===== src/rtl/pmgr_pkg.sv =====
package pmgr_pkg;
  typedef enum logic [1:0] {
    ST_RUN   = 2'd0,
    ST_ENTER = 2'd1,
    ST_SLEEP = 2'd2,
    ST_WAKE  = 2'd3
  } pm_state_e;

  localparam int          REG_AW = 3;
  localparam logic [2:0]  A_CTRL = 3'd0;
  localparam logic [2:0]  A_STAT = 3'd1;
  localparam logic [2:0]  A_SCR  = 3'd2;
  localparam logic [2:0]  A_WEN  = 3'd3;
  localparam logic [2:0]  A_CFG  = 3'd4;
  localparam logic [2:0]  A_PLL  = 3'd5;
  localparam logic [2:0]  A_GSS  = 3'd6;
  localparam logic [2:0]  A_OSC  = 3'd7;
endpackage


===== src/rtl/pmgr_osc_timer.sv =====
module pmgr_osc_timer #(
  parameter int TICKS = 16
) (
  input  logic clk,
  input  logic rst,
  input  logic slow_tick,
  output logic stable_q
);
  localparam int CW = $clog2(TICKS + 1);

  logic [CW-1:0] cnt_q;

  always_ff @(posedge clk) begin
    if (rst) begin
      cnt_q    <= '0;
      stable_q <= 1'b0;
    end else if (slow_tick && !stable_q) begin
      if (cnt_q == CW'(TICKS - 1)) stable_q <= 1'b1;
      cnt_q <= cnt_q + 1'b1;
    end
  end
endmodule


===== src/rtl/pmgr_seq.sv =====
module pmgr_seq
  import pmgr_pkg::*;
(
  input  logic      clk,
  input  logic      rst,
  input  logic      force_req,
  input  logic      wake_hit,
  output pm_state_e state_q,
  output logic      active_q
);
  pm_state_e nxt;

  always_comb begin
    nxt = state_q;
    case (state_q)
      ST_RUN:   if (force_req) nxt = ST_ENTER;
      ST_ENTER: nxt = ST_SLEEP;
      ST_SLEEP: if (wake_hit) nxt = ST_WAKE;
      ST_WAKE:  nxt = ST_RUN;
      default:  nxt = ST_RUN;
    endcase
  end

  always_ff @(posedge clk) begin
    if (rst) begin
      state_q  <= ST_RUN;
      active_q <= 1'b0;
    end else begin
      state_q  <= nxt;
      active_q <= (nxt != ST_RUN);
    end
  end
endmodule


===== src/rtl/pmgr_gpio_hold.sv =====
module pmgr_gpio_hold
  import pmgr_pkg::*;
#(
  parameter int NG = 16
) (
  input  logic          clk,
  input  logic          rst,
  input  pm_state_e     state,
  input  logic [NG-1:0] dir,
  input  logic [NG-1:0] run_lvl,
  input  logic [NG-1:0] sleep_lvl,
  output logic [NG-1:0] out_q
);
  always_ff @(posedge clk) begin
    if (rst) begin
      out_q <= '0;
    end else begin
      case (state)
        ST_ENTER:          out_q <= (sleep_lvl & dir) | (run_lvl & ~dir);
        ST_SLEEP, ST_WAKE: out_q <= out_q;
        default:           out_q <= run_lvl;
      endcase
    end
  end
endmodule


===== src/rtl/pmgr_top.sv =====
module pmgr_top
  import pmgr_pkg::*;
#(
  parameter int            NW           = 8,
  parameter int            NG           = 16,
  parameter logic [NW-1:0] WAKE_SAMPLED = {NW{1'b1}} >> (NW / 2),
  parameter int            OSC_TICKS    = 16
) (
  input  logic          clk,
  input  logic          rst,
  input  logic          slow_tick,
  input  logic          bus_wr,
  input  logic          bus_rd,
  input  logic [2:0]    bus_addr,
  input  logic [31:0]   bus_wdata,
  output logic [31:0]   bus_rdata,
  input  logic [NW-1:0] wake_in,
  input  logic [NG-1:0] gpio_dir,
  input  logic [NG-1:0] gpio_run_out,
  output logic [NG-1:0] gpio_out,
  output logic          sleep_active,
  output logic          osc_stable
);
  pm_state_e     st_q;
  logic          force_q;
  logic          cause_q;
  logic [31:0]   scratch_q, cfg_q, pll_q;
  logic [NW-1:0] wen_q;
  logic [NG-1:0] gss_q;
  logic [NW-1:0] wake_qual;
  logic          wake_hit;

  // Per-bit wake qualification: disabled-class bits are tied off.
  for (genvar i = 0; i < NW; i++) begin : g_wake
    if (WAKE_SAMPLED[i]) begin : g_smp
      assign wake_qual[i] = wake_in[i] & wen_q[i];
    end else begin : g_off
      assign wake_qual[i] = 1'b0;
    end
  end
  assign wake_hit = |wake_qual;

  wire wr_ctrl = bus_wr && (bus_addr == A_CTRL);
  wire wr_stat = bus_wr && (bus_addr == A_STAT);

  always_ff @(posedge clk) begin
    if (rst) begin
      force_q   <= 1'b0;
      cause_q   <= 1'b0;
      scratch_q <= '0;
      cfg_q     <= '0;
      pll_q     <= '0;
      wen_q     <= '0;
      gss_q     <= '0;
    end else begin
      // Exit clear wins over a set in the same cycle.
      if (st_q == ST_WAKE)            force_q <= 1'b0;
      else if (wr_ctrl && bus_wdata[0]) force_q <= 1'b1;

      if (st_q == ST_ENTER)           cause_q <= 1'b1;
      else if (wr_stat && bus_wdata[0]) cause_q <= 1'b0;

      if (bus_wr) begin
        case (bus_addr)
          A_SCR:   scratch_q <= bus_wdata;
          A_WEN:   wen_q     <= bus_wdata[NW-1:0];
          A_CFG:   cfg_q     <= bus_wdata;
          A_PLL:   pll_q     <= bus_wdata;
          A_GSS:   gss_q     <= bus_wdata[NG-1:0];
          default: ;
        endcase
      end
    end
  end

  always_comb begin
    bus_rdata = '0;
    if (bus_rd) begin
      case (bus_addr)
        A_CTRL:  bus_rdata = 32'(force_q);
        A_STAT:  bus_rdata = 32'(cause_q);
        A_SCR:   bus_rdata = scratch_q;
        A_WEN:   bus_rdata = 32'(wen_q);
        A_CFG:   bus_rdata = cfg_q;
        A_PLL:   bus_rdata = pll_q;
        A_GSS:   bus_rdata = 32'(gss_q);
        default: bus_rdata = 32'(osc_stable);
      endcase
    end
  end

  pmgr_seq u_seq (
    .clk       (clk),
    .rst       (rst),
    .force_req (force_q),
    .wake_hit  (wake_hit),
    .state_q   (st_q),
    .active_q  (sleep_active)
  );

  pmgr_gpio_hold #(.NG(NG)) u_gpio (
    .clk       (clk),
    .rst       (rst),
    .state     (st_q),
    .dir       (gpio_dir),
    .run_lvl   (gpio_run_out),
    .sleep_lvl (gss_q),
    .out_q     (gpio_out)
  );

  pmgr_osc_timer #(.TICKS(OSC_TICKS)) u_osc (
    .clk       (clk),
    .rst       (rst),
    .slow_tick (slow_tick),
    .stable_q  (osc_stable)
  );
endmodule


===== config.mk =====
export PLATFORM = sky130hd
export DESIGN_NAME = pmgr_top
export DESIGN_NICKNAME = d
export VERILOG_FILES = /design/src/rtl/pmgr_pkg.sv /design/src/rtl/pmgr_osc_timer.sv /design/src/rtl/pmgr_seq.sv /design/src/rtl/pmgr_gpio_hold.sv /design/src/rtl/pmgr_top.sv
export SDC_FILE = /design/constraint.sdc
export NUM_CORES = 1
export LEC_CHECK = 0
export ABC_AREA = 1
export BUFFER_PORTS_ARGS = -buffer_cell sky130_fd_sc_hd__buf_4
export CAP_MARGIN = 10
export CORE_ASPECT_RATIO = 0.6
export CORE_UTILIZATION = 38
export CTS_CLUSTER_DIAMETER = 100
export DETAILED_ROUTE_END_ITERATION = 7
export GPL_TIMING_DRIVEN = 0
export PLACE_DENSITY = 0.7
export SYNTH_ARGS = -nofsm -noshare
export SYNTH_HDL_FRONTEND = slang
export SYNTH_SLANG_ARGS = --single-unit
export TNS_END_PERCENT = 30

===== constraint.sdc =====
create_clock -name clk -period 2.2 [get_ports clk]
set_input_delay 0.44 -clock clk [delete_from_list [all_inputs] [get_ports clk]]
set_output_delay 0.44 -clock clk [all_outputs]
set_load 0.03 [all_outputs]

==> impl_metrics.py <==
metrics = {
    "outcome": {
        "status": "finished, final reports clean",
    },
    "grt": {
        "grt_pass1_wl_um": 32130,
        "grt_max_degree": 20,
        "grt-ovfl-total": 0,
        "grt_pass1_vias": 5981,
        "antenna_found_initial": 0,
        "grt_use_total_pct": 24.25,
    },
    "floorplan": {
        "die_height_um": 103.0,
        "dieArea_mm2": 0.01756,
        "initial_utilization_pct": 39.33,
        "rows": 36,
        "fp.coreArea_mm2": 0.01644,
        "io_pins": 130,
        "die_x_um": 170.4,
    },
    "worst_setup_path": {
        "cp-start-kind": "input pin",
        "path_max_fanout": 10,
        "worstPathRequired_ps": 1760,
        "ff2ff_setup_slack_ps": 390,
        "worstPathArrival_ps": 1690,
        "crit_path_end_kind": "output pin",
        "crit_type": "in2out",
    },
    "clocking": {
        "cts_hold_buf": 0,
        "cts_buffers": 17,
        "path_clk_slew_ps": 60,
        "clkLatencyLatePin_ps": 430,
        "clock_sinks": 147,
        "root_buffer": "clkbuf_16",
        "htreeDepth": 4,
        "cts_tree": "yes",
        "clockBufferDepth": 2,
    },
    "timing": {
        "final_max_slew_viol_count": 0,
        "fmax_ghz": 0.4685,
        "hold_viol_final": 0,
        "fin_ws_ps": 65.53,
        "fin_crit_ps": 2134,
        "setup_viol": 0,
        "hold_slack_ps": 265.5,
        "fin_crit_sh_pct": 97.02,
        "relSlewSlack_pct": 54.99,
        "fin_skew_ps": 10.83,
        "tightest_slew_ps": 675.1,
        "rsz0062_at_grt": "yes",
    },
    "synthesis": {
        "synth-edff-count": 0,
        "synth_top_area_share_pct": 45.51,
        "async_reset_ff_share_pct": 0,
        "synth.yosys.seq_area_share_pct": 45.51,
        "yosys-top-cells-area": "dfxtp_1, nand2_1, nor2_1, a21oi_1, o21ai_0",
        "synth-seq-cells": 147,
        "ys_warn_count": 0,
        "yosysMostFrequentCell": "nand2_1",
        "synthFlopType": "dfxtp_1",
        "postSynthCellCount": 928,
        "avgSynthCellArea_um2": 6.968,
        "yosys.area.top_type": "dfxtp_1",
        "synth_nets": 1014,
        "synth_cell_type_count": 26,
        "synth_area_mm2": 0.006466,
        "synthTopCellsByCount": "nand2_1, nor2_1, dfxtp_1",
    },
    "detailed_routing": {
        "detail_route.first_pass.iterations": 7,
        "viasPerCell": 5.195,
        "drc": 0,
        "initialDrtViolationCount": 639,
        "ant_nets": 0,
        "vias": 6816,
        "drt_wl_total_um": 21160,
        "wl_per_cell_um": 16.13,
    },
    "power": {
        "p_comb_share_pct": 18.4,
        "p_switching_uw": 2204,
        "p_per_area_mw_per_mm2": 853.3,
        "power_leakage_uw": 0.003377,
        "p_int_uw": 4943,
        "p_sw_share_pct": 30.83,
        "pwr-share-seq_pct": 41.3,
        "ir_drop_mv": 0.5258,
        "clock_power_share_pct": 40.3,
    },
    "flow_run": {
        "max_cap_violations": 0,
    },
    "cells_and_area": {
        "seq_area_mm2": 0.002943,
        "antenna_cells": 0,
        "drive_above_1_share_pct": 18.45,
        "area_growth_pct": 29.53,
        "num-fill-cells": 1642,
        "finalNetCount": 1157,
        "multi_input_area_mm2": 0.003127,
    },
    "placement": {
        "pre_cts_ws_ps": -295.8,
        "routabilityCongestion": 0.8841,
        "dp_hpwl_um": 15010,
        "io_buffers": 123,
    },
    "worst_hold_path": {
        "hp-class": "in2reg",
    },
}
[metrics by stage]
stage	instances	instance area, µm²	TNS, ps	power, µW	util [%]
after floorplan	928	6466	0	3772	-
after global placement	1279	7675	-4932	4275	46.68
after detailed placement	1279	7675	-4807	4289	46.68
after CTS	1310	8289	-19.47	7136	50.42
after global routing	1312	8376	-3.338	7426	50.94
final	1312	8376	0	7147	50.94
[worst max-delay path, stage by stage]
cell and delay, ps:
clkbuf_4 190, nand2_2 110, nor2_4 170, buf_4 200
nand2_1 80, nand2_1 70, nor2_1 40, nor2_1 180
buf_4 210
[area by class of cell]
class	instances	area share, %
Buffer	64	4.138
Clock buffer	18	5.244
Multi-Input combinational cell	675	37.33
Sequential cell	147	35.14
Tap cell	228	3.406
Timing Repair Buffer	125	11.20
Clock inverter	14	1.673
Inverter	41	1.867
[cells by family after synthesis]
logic type | share of synthesized area [%]
AOI/OAI and AO/OA | 16.66
buffers and inverters | 6.927
and+or+nand+nor | 29.61
xor gates and xnor gates | 0.1355
adders and majority gates | 1.161
DFF | 45.51
[path summary, 6_finish.rpt]
kind,from,end,cells after the start
min reg2reg,wen_q[7]$_SDFFE_PP0P_,wen_q[7]$_SDFFE_PP0P_,2
min,bus_wdata[18],pll_q[18]$_SDFFE_PP0P_,3
max reg2reg,u_seq.state_q[0]$_SDFF_PP0_,u_gpio.out_q[8]$_SDFFE_PP0N_,7
max,bus_addr[0],bus_rdata[1],9
[flip-flops by register name, summed over array words and instances (netlist names)]
register,cells
cfg_q,32
u_osc.stable_q,1
u_seq.active_q,1
gss_q,16
u_osc.cnt_q,5
scratch_q,32
force_q,1
u_gpio.out_q,16
wen_q,8
pll_q,32
cause_q,1
u_seq.state_q,2
[power groups by stage]
stage / combinational [µW] / clock [µW] / sequential [µW]
final: 1320 / 2880 / 2950
after global routing: 1440 / 3020 / 2970
after CTS: 1290 / 2900 / 2950
after detailed placement: 1280 / 0 / 3010
after global placement: 1270 / 0 / 3000
after floorplan: 588 / 0 / 3180
[per-layer routing]
layer	GRT usage (%)	part of all wire, %	vias up
met5	0	0	-
met3	5.336	8.8	16
met2	34.43	41	303
met1	36.63	50	3160
li1	-	-	3337
met4	5.821	0.87	0
[layout by cell type, fill, tap and decap left out, drive strengths merged]
cell type and instances:
a21oi 94, a31oi 17, buf 148, bufinv 1, clkbuf 59, clkinv 4, clkinvlp 2, dfxtp 147
ha 6, inv 48, nand2 183, nand3 81, nand3b 16, nand4 3, nor2 170, nor3 4
o21ai 97, o21bai 1, o31ai 1, or2 1, xor2 1
[timing repair]
| item | CTS | global route |
|---|---|---|
| buffers inserted | 0 | 2 |
| gates resized for setup | 14 | 29 |
| pin swaps | 0 | 3 |
| endpoints found under the setup margin | 28 | 35 |
No activity file was read; power rests on OpenSTA's default activity.
